===== src/rtl/iac_pkg.sv =====
// Package: shared encodings for the instruction address compare unit.
// Assumes qualifier fields are two bits wide, with the upper bit as "enforce".
package iac_pkg;

    typedef enum logic [1:0] {
        PM_EXACT     = 2'b00,
        PM_MASKED    = 2'b01,
        PM_RANGE_IN  = 2'b10,
        PM_RANGE_OUT = 2'b11
    } pair_mode_e;

    // Qualifier passes if not enforced, or if the observed bit equals the required value.
    function automatic logic qual_pass(input logic [1:0] q, input logic obs);
        return (q[1] == 1'b0) || (q[0] == obs);
    endfunction

endpackage


===== src/rtl/iac_qual.sv =====
// Module: iac_qual
// Combines the privilege and space qualifiers of one comparator into a single pass flag.
// Assumes the encoding from iac_pkg: 0x = ignore, 10 = must be 0, 11 = must be 1.
module iac_qual (
    input  logic [1:0] priv_q,
    input  logic [1:0] space_q,
    input  logic       user_bit,
    input  logic       space_bit,
    output logic       pass
);
    import iac_pkg::*;

    // Both qualifiers must pass.
    always_comb begin
        pass = qual_pass(priv_q, user_bit) && qual_pass(space_q, space_bit);
    end

endmodule


===== src/rtl/iac_pair.sv =====
// Module: iac_pair
// Evaluates one pair of compare registers against the fetch address under the pair mode.
// Purely combinational; the parent registers the result and applies fetch gating.
// Assumes index 0 is the lower comparator (address or low bound) and index 1 the upper
// (mask or high bound); in paired modes comparator 0's enable and qualifiers govern.
module iac_pair #(
    parameter int ADDR_W = 32
) (
    input  logic [ADDR_W-1:0]      addr,
    input  logic                   user_bit,
    input  logic                   space_bit,
    input  logic [1:0]             mode,
    input  logic [1:0]             en,
    input  logic [1:0][1:0]        priv_q,
    input  logic [1:0][1:0]        space_q,
    input  logic [1:0][ADDR_W-1:0] ref_addr,
    output logic [1:0]             hit
);
    import iac_pkg::*;

    logic [1:0] q_ok;
    logic       eq_lo;
    logic       eq_hi;
    logic       mask_eq;
    logic       ge_lo;
    logic       le_hi;
    logic       in_win;
    logic       out_win;

    // One qualifier block per comparator of the pair.
    for (genvar k = 0; k < 2; k++) begin : g_q
        iac_qual u_q (
            .priv_q    (priv_q[k]),
            .space_q   (space_q[k]),
            .user_bit  (user_bit),
            .space_bit (space_bit),
            .pass      (q_ok[k])
        );
    end

    // Raw address relations shared by all modes.
    always_comb begin
        eq_lo   = (addr == ref_addr[0]);
        eq_hi   = (addr == ref_addr[1]);
        mask_eq = (((addr ^ ref_addr[0]) & ref_addr[1]) == '0);
        ge_lo   = (addr >= ref_addr[0]);
        le_hi   = (addr <= ref_addr[1]);
        in_win  = ge_lo && le_hi;
        out_win = !ge_lo || !le_hi;
    end

    // Select the hit vector according to the pair mode.
    always_comb begin
        unique case (pair_mode_e'(mode))
            PM_EXACT:     hit = {en[1] && q_ok[1] && eq_hi, en[0] && q_ok[0] && eq_lo};
            PM_MASKED:    hit = {1'b0, en[0] && q_ok[0] && mask_eq};
            PM_RANGE_IN:  hit = {2{en[0] && q_ok[0] && in_win}};
            PM_RANGE_OUT: hit = {2{en[0] && q_ok[0] && out_win}};
            default:      hit = '0;
        endcase
    end

endmodule


===== src/rtl/iac_unit.sv =====
// Module: iac_unit (top)
// Instruction address compare unit: 2*NUM_PAIRS comparators arranged in pairs, each pair
// exact, masked or range (inclusive/exclusive), with privilege and space qualifiers.
// Events are registered one-cycle pulses for a valid fetch with no pending exception.
// Assumes configuration inputs are stable around each sampled fetch.
module iac_unit #(
    parameter int ADDR_W    = 32,
    parameter int NUM_PAIRS = 2
) (
    input  logic                                 clk,
    input  logic                                 rst_n,
    input  logic                                 fetch_vld_i,
    input  logic [ADDR_W-1:0]                    fetch_addr_i,
    input  logic                                 fetch_user_i,
    input  logic                                 fetch_space_i,
    input  logic                                 exc_pend_i,
    input  logic [2*NUM_PAIRS-1:0]               cmp_en_i,
    input  logic [NUM_PAIRS-1:0][1:0]            pair_mode_i,
    input  logic [2*NUM_PAIRS-1:0][1:0]          priv_q_i,
    input  logic [2*NUM_PAIRS-1:0][1:0]          space_q_i,
    input  logic [2*NUM_PAIRS-1:0][ADDR_W-1:0]   cmp_addr_i,
    output logic [2*NUM_PAIRS-1:0]               evt_o
);
    localparam int NUM_CMP = 2 * NUM_PAIRS;

    logic [NUM_CMP-1:0] hit_raw;
    logic               take;

    // One evaluator per comparator pair.
    for (genvar p = 0; p < NUM_PAIRS; p++) begin : g_pair
        iac_pair #(.ADDR_W(ADDR_W)) u_pair (
            .addr      (fetch_addr_i),
            .user_bit  (fetch_user_i),
            .space_bit (fetch_space_i),
            .mode      (pair_mode_i[p]),
            .en        (cmp_en_i[2*p +: 2]),
            .priv_q    (priv_q_i[2*p +: 2]),
            .space_q   (space_q_i[2*p +: 2]),
            .ref_addr  (cmp_addr_i[2*p +: 2]),
            .hit       (hit_raw[2*p +: 2])
        );
    end

    // A fetch counts only if it is valid and not pre-empted by an exception.
    always_comb begin
        take = fetch_vld_i && !exc_pend_i;
    end

    // Register the gated hits as event pulses.
    always_ff @(posedge clk) begin
        if (!rst_n) begin
            evt_o <= '0;
        end else begin
            evt_o <= take ? hit_raw : '0;
        end
    end

endmodule


===== config.mk =====
export PLATFORM = sky130hd
export DESIGN_NAME = iac_unit
export DESIGN_NICKNAME = d
export VERILOG_FILES = /design/src/rtl/iac_pkg.sv /design/src/rtl/iac_qual.sv /design/src/rtl/iac_pair.sv /design/src/rtl/iac_unit.sv
export SDC_FILE = /design/constraint.sdc
export NUM_CORES = 1
export LEC_CHECK = 0
export ABC_AREA = 1
export BUFFER_PORTS_ARGS = -buffer_cell sky130_fd_sc_hd__buf_2
export CORE_MARGIN = 2
export CORE_UTILIZATION = 53
export DETAILED_ROUTE_END_ITERATION = 8
export GPL_ROUTABILITY_DRIVEN = 0
export PLACE_DENSITY_LB_ADDON = 0.12
export SLEW_MARGIN = 5
export SYNTH_ARGS = -nofsm -noshare
export SYNTH_HDL_FRONTEND = slang
export SYNTH_SLANG_ARGS = --single-unit

===== constraint.sdc =====
create_clock -name clk -period 4.1 [get_ports clk]
set_input_delay 0.82 -clock clk [delete_from_list [all_inputs] [get_ports clk]]
set_output_delay 0.82 -clock clk [all_outputs]
set_load 0.02 [all_outputs]

==> metrics, run 1 <==
Yosys cell types=29; CTS sink count=4; wire per inst=11.9 um; register area share after synthesis=1.91%; DRT antenna net count=0; Tot Pwr=0.000637 W; CTS Root Buffer Type=clkbuf_8; Worst path top cell family by delay=simple AND/OR/NAND/NOR gates; Initial Utilization=54.5%; vias per inst=5.06; number of buffers created by CTS=3; core area=7690 um^2; Area contributors post-synth=ha_1 38%, inv_1 15%, nand2_1 13%, a21oi_1 7.5%, nor2_1 4.3%; antenna violations before repair=0; htree depth=1; DRT Pass-1 Iters=4; status=complete, no violations; post-synth top area share=38.3%; crit path from=fetch_addr_i[15]; most used cell, CP=nand2_1; Die W=92.9 um; # rows=32; filler instances=693; vias in the first global route=4901; Final Non-Filler Cells=985; Slowest-stage cell, CP=ha_1; Final Routed Wirelength=11700 um; Final min period=2.29 ns; Worst Path Buf+Inv=2; Leak=3.47 nW; most frequent cells in the layout=193 x buf_2, 166 x inv_1, 148 x nand2_1, 128 x ha_1, 63 x a21oi_1; port bufs=193; Yosys reg bits=4; residual DRC count=0; GRT overflow=0; die extent in y=92.9 um; largest area contributor in the netlist=ha_1; Crit. End Element=flip-flop; Hold Crit Class=in2reg; Worst VDD drop=0.168 mV; RSZ-0062 raised after global routing=no; Data arrival, critical path=2.41 ns; gr usage total=27.0%; Nets=1203; required time worst endpoint=4.22 ns; Ports=194; Syn. warnings=0; CTS Hold Buffers Added=0; Net Count, Synth=1005; ant diodes=0; initial DRC count=128; Post-Syn Area=4190 um^2; CTS Buffer Depth=2; Period Utilization, post-route=55.9%; share of cells above drive strength 1=24.8%; CTS tree=done; maxcap violations=0; Post-Place Cells=982; Top reg by flops=evt_o; Cells after Synth=687; Power Dens Cells=120 nW/um^2; Post-Syn Area per Cell=6.09 um^2; largest net degree at the start of global routing=8; Clock transition at path regs=0.03 ns; Slew Limit Fails=0; CP Depth=13; Worst setup endpoint=evt_o[1]; critical path, cell by cell=buf_2 > ha_1 > nand2_1 > nor2_1 > nand2_1 > nor2_1 > nand2_1 > nand2_1 > nand2_1 > nand3_1 > nand3_1 > nand2_1 > inv_1; post-placement cell area=5280 um^2; max reg flops=4; area grow syn2layout=27.1%; largest registers=evt_o: 4 flops; Finished Cell Area=5320 um^2; Setup violations, final=0; Setup crit start kind=primary input; Worst-Margin Slew=0.487 ns; kind of critical path=in2reg; vias=4981; first-pass GRT wire length=19500 um; fmax=0.436 GHz; HPWL after detailed placement=11100 um; die area=8630 um^2; Post-CTS Setup Repair Bufs=0; PostCTS Resize Cnt=0; Slew HR=67.3%; final setup TNS=0 ns; max incr delay on CP=0.29 ns; endpoints failing hold=0; commonest non-fill, non-tap cell in the layout=buf_2; CP max FO=4
-- tightest hold or removal path, cell delays in order --
cell and delay [ns]:
buf_2 0.08, nor2_1 0.07, nand2_1 0.07, inv_1 0.03
-- where the power goes --
group          switching [W]  internal, W
clock network      0.0000216    0.0000627
logic               0.000283     0.000230
registers        0.000000145    0.0000396
total               0.000305     0.000333
-- worst min path at each step --
stage	from	to	slack, ns	cells past startpoint
after global placement	exc_pend_i	evt_o[2]	1.12	4
after detailed placement	exc_pend_i	evt_o[2]	1.12	4
after floorplan	exc_pend_i	evt_o[0]	1.00	3
final	exc_pend_i	evt_o[2]	0.89	4
after CTS	exc_pend_i	evt_o[2]	0.89	4
after global routing	exc_pend_i	evt_o[1]	0.92	4
-- Yosys cell counts, drive strengths merged --
master,count
nand3b,2
nor3,3
nand4,13
a21oi,63
nor2,55
nand3,21
a21o,5
ha,128
nand2,152
nor4,6
o21ai,22
o211ai,1
nor3b,3
or2,3
o21a,6
o21bai,2
o22ai,27
dfxtp,4
a221oi,1
inv,168
xor2,2
-- cells by family (layout without fill, tap and decap cells) --
kind of cell	after synthesis	count (layout)	share of synthesized area (%)
compound gates	127	127	16.9
xor+xnor	2	2	0.418
fa+ha+maj	128	128	38.3
buf+inv	168	364	15.1
flops	4	4	1.91
simple gates	258	258	27.4
-- routing by layer --
| layer | track usage, % | part of all wire [%] | wire, um | vias to the layer above |
|---|---|---|---|---|
| li1 | - | - | - | 2653 |
| met1 | 32.8 | 44 | 5130 | 2152 |
| met2 | 50.6 | 48 | 5640 | 153 |
| met3 | 1.71 | 5.9 | 689 | 23 |
| met4 | 7.97 | 2.3 | 272 | 0 |
| met5 | 0 | 0 | 0 | - |
-- per-stage QoR --
| stage | hold WS (ns) | util (%) | worst slack, ns |
|---|---|---|---|
| after floorplan | 1.00 | - | 1.97 |
| after global placement | 1.12 | 68.7 | 1.60 |
| after detailed placement | 1.12 | 68.7 | 1.59 |
| after CTS | 0.889 | 69.2 | 1.81 |
| after global routing | 0.917 | 69.2 | 1.57 |
| final | 0.889 | 69.2 | 1.81 |
-- area by class of cell --
class	instances	area, um^2	area share, %
clock buffers	3	41.3	0.776
inverters	168	631	11.9
multi-input cells	515	3480	65.3
flip-flops and latches	4	80.1	1.50
well taps	102	128	2.40
repair buffers	193	966	18.2
Power figures use the tool's default switching activity.
==> run 2: changes to the inputs <==
--- a/config.mk
+++ b/config.mk
@@ -8,7 +8,7 @@
 export ABC_AREA = 1
 export BUFFER_PORTS_ARGS = -buffer_cell sky130_fd_sc_hd__buf_2
 export CORE_MARGIN = 2
-export CORE_UTILIZATION = 53
+export CORE_UTILIZATION = 45
 export DETAILED_ROUTE_END_ITERATION = 8
 export GPL_ROUTABILITY_DRIVEN = 0
 export PLACE_DENSITY_LB_ADDON = 0.12
==> constraint.sdc (replaced) <==
create_clock -name clk -period 2 [get_ports clk]
set_input_delay 0.4 -clock clk [delete_from_list [all_inputs] [get_ports clk]]
set_output_delay 0.4 -clock clk [all_outputs]
set_load 0.02 [all_outputs]
==> metrics, run 2 (synthesis gave the netlist of run 1 again) <==
Nets=1220; CTS sink count=4; CTS Hold Buffers Added=0; Hold Crit Class=in2reg; switching share of power=47.3%; residual DRC count=0; Initial Utilization=45.7%; endpoints failing hold=0; Die W=100 um; Clock transition at path regs=0.03 ns; Data arrival, critical path=1.97 ns; die area=10100 um^2; Finished Cell Area=5560 um^2; internal power=0.000719 W; required time worst endpoint=2.11 ns; CTS Root Buffer Type=clkbuf_8; Setup crit start kind=primary input; DRT Pass-1 Iters=4; Final Routed Wirelength=12600 um; clock network fraction of total power=12.2%; largest registers=evt_o: 4 flops; antenna violations before repair=0; Power Dens Cells=245 nW/um^2; critical path, cell by cell=buf_2 > ha_1 > nand2_1 > nor2_2 > nand4_1 > nor2_2 > nand2_1 > nand2_1 > nor2_1 > nand2_1 > nand2_1 > nand3_2 > nand3_2 > nand2_1 > inv_1; ant diodes=0; number of buffers created by CTS=3; hold endpoint=evt_o[1]; Slowest-stage cell, CP=ha_1; Psw=0.000646 W; Worst VDD drop=0.315 mV; Worst-Margin Slew=0.436 ns; CP max FO=4; Flop pwr share=6.0%; DRT antenna net count=0; htree depth=1; commonest non-fill, non-tap cell in the layout=buf_2; Leak=3.57 nW; vias in the first global route=4951; CTS tree=done; vias=5077; hold path start=exc_pend_i; maxcap violations=0; post-placement cell area=5420 um^2; area grow syn2layout=32.9%; GRT overflow=0; status=complete, no violations; gr usage total=24.5%; HPWL after detailed placement=11500 um; CTS Buffer Depth=2; first-pass GRT wire length=20600 um; Period Utilization, post-route=93.1%; # rows=35; final setup TNS=0 ns; Top reg by flops=evt_o; Crit. End Element=flip-flop; wire per inst=12.4 um; initial DRC count=132; fmax=0.537 GHz; Final min period=1.86 ns; die extent in y=100 um; Slew HR=70.7%; setup ws final=0.137 ns; most frequent cells in the layout=193 x buf_2, 166 x inv_1, 145 x nand2_1, 124 x ha_1, 63 x a21oi_1; vias per inst=5.02; max reg flops=4; share of cells above drive strength 1=28.2%; Ports=194; Slew Limit Fails=0; core area=9150 um^2; max incr delay on CP=0.31 ns; worst slack, placed=-0.210 ns; largest net degree at the start of global routing=8; Comb power frac=81.9%; most used cell, CP=nand2_1; Setup violations, final=0; kind of critical path=in2reg; Hold Crit Depth=4; port bufs=193
[run 2: changes by cell type in the layout (fill, tap and decap cells not counted), sizes merged]
cell / delta
buf: +17
[run 2: layout make-up]
class                           count  area (um^2)
Timing Repair Buffer              210         1090
Tap cell                          111          139
Inverter                          168          631
Fill cell                         925         3590
Sequential cell                     4         80.1
Clock buffer                        3         41.3
Multi-Input combinational cell    515         3580
[run 2: worst max path at each step]
stage                     startpoint  cells past startpoint       end  slack [ns]
global placement     fetch_addr_i[7]                     12  evt_o[2]       -0.16
finish               fetch_addr_i[4]                     15  evt_o[3]        0.14
floorplan             cmp_addr_i[31]                     15  evt_o[0]        0.29
CTS                  fetch_addr_i[1]                     13  evt_o[2]        0.01
global route         fetch_addr_i[7]                     15  evt_o[2]       -0.02
detailed placement  fetch_addr_i[31]                     15  evt_o[2]       -0.21
[run 2: power by group through the flow]
stage	clock network (W)	registers, W	logic (W)
after detailed placement	0	0.0000826	0.00109
final	0.000166	0.0000815	0.00112
after floorplan	0	0.0000837	0.000649
after CTS	0.000172	0.0000815	0.00109
after global routing	0.000178	0.0000815	0.00129
after global placement	0	0.0000826	0.00105
[run 2: routing by layer]
layer / up-vias / track usage, % / routed length, um
met2: 158 / 45.3 / 6060
met5: - / 0 / 0
met4: 0 / 2.21 / 67
met1: 2220 / 32.1 / 5770
met3: 6 / 2.08 / 668
li1: 2693 / - / -
[run 2: critical path: cells and delay by family]
family                     cells  cell delay (ns)
buffers and inverters          2             0.18
adders and majority gates      1             0.31
and+or+nand+nor               12             1.07
[run 2: stage by stage]
step / total power [W] / std cells / utilization (%) / hold WS [ns]
floorplan: 0.000733 / 687 / - / 0.581
global placement: 0.00113 / 1008 / 59.2 / 0.692
detailed placement: 0.00117 / 1008 / 59.2 / 0.696
CTS: 0.00135 / 1011 / 59.7 / 0.473
global route: 0.00155 / 1011 / 60.8 / 0.510
finish: 0.00136 / 1011 / 60.8 / 0.477
[run 2: timing repair]
item / in CTS / in global routing
endpoints found under the setup margin: 0 / 4
buffers inserted: 0 / 0
gates resized for setup: 0 / 20
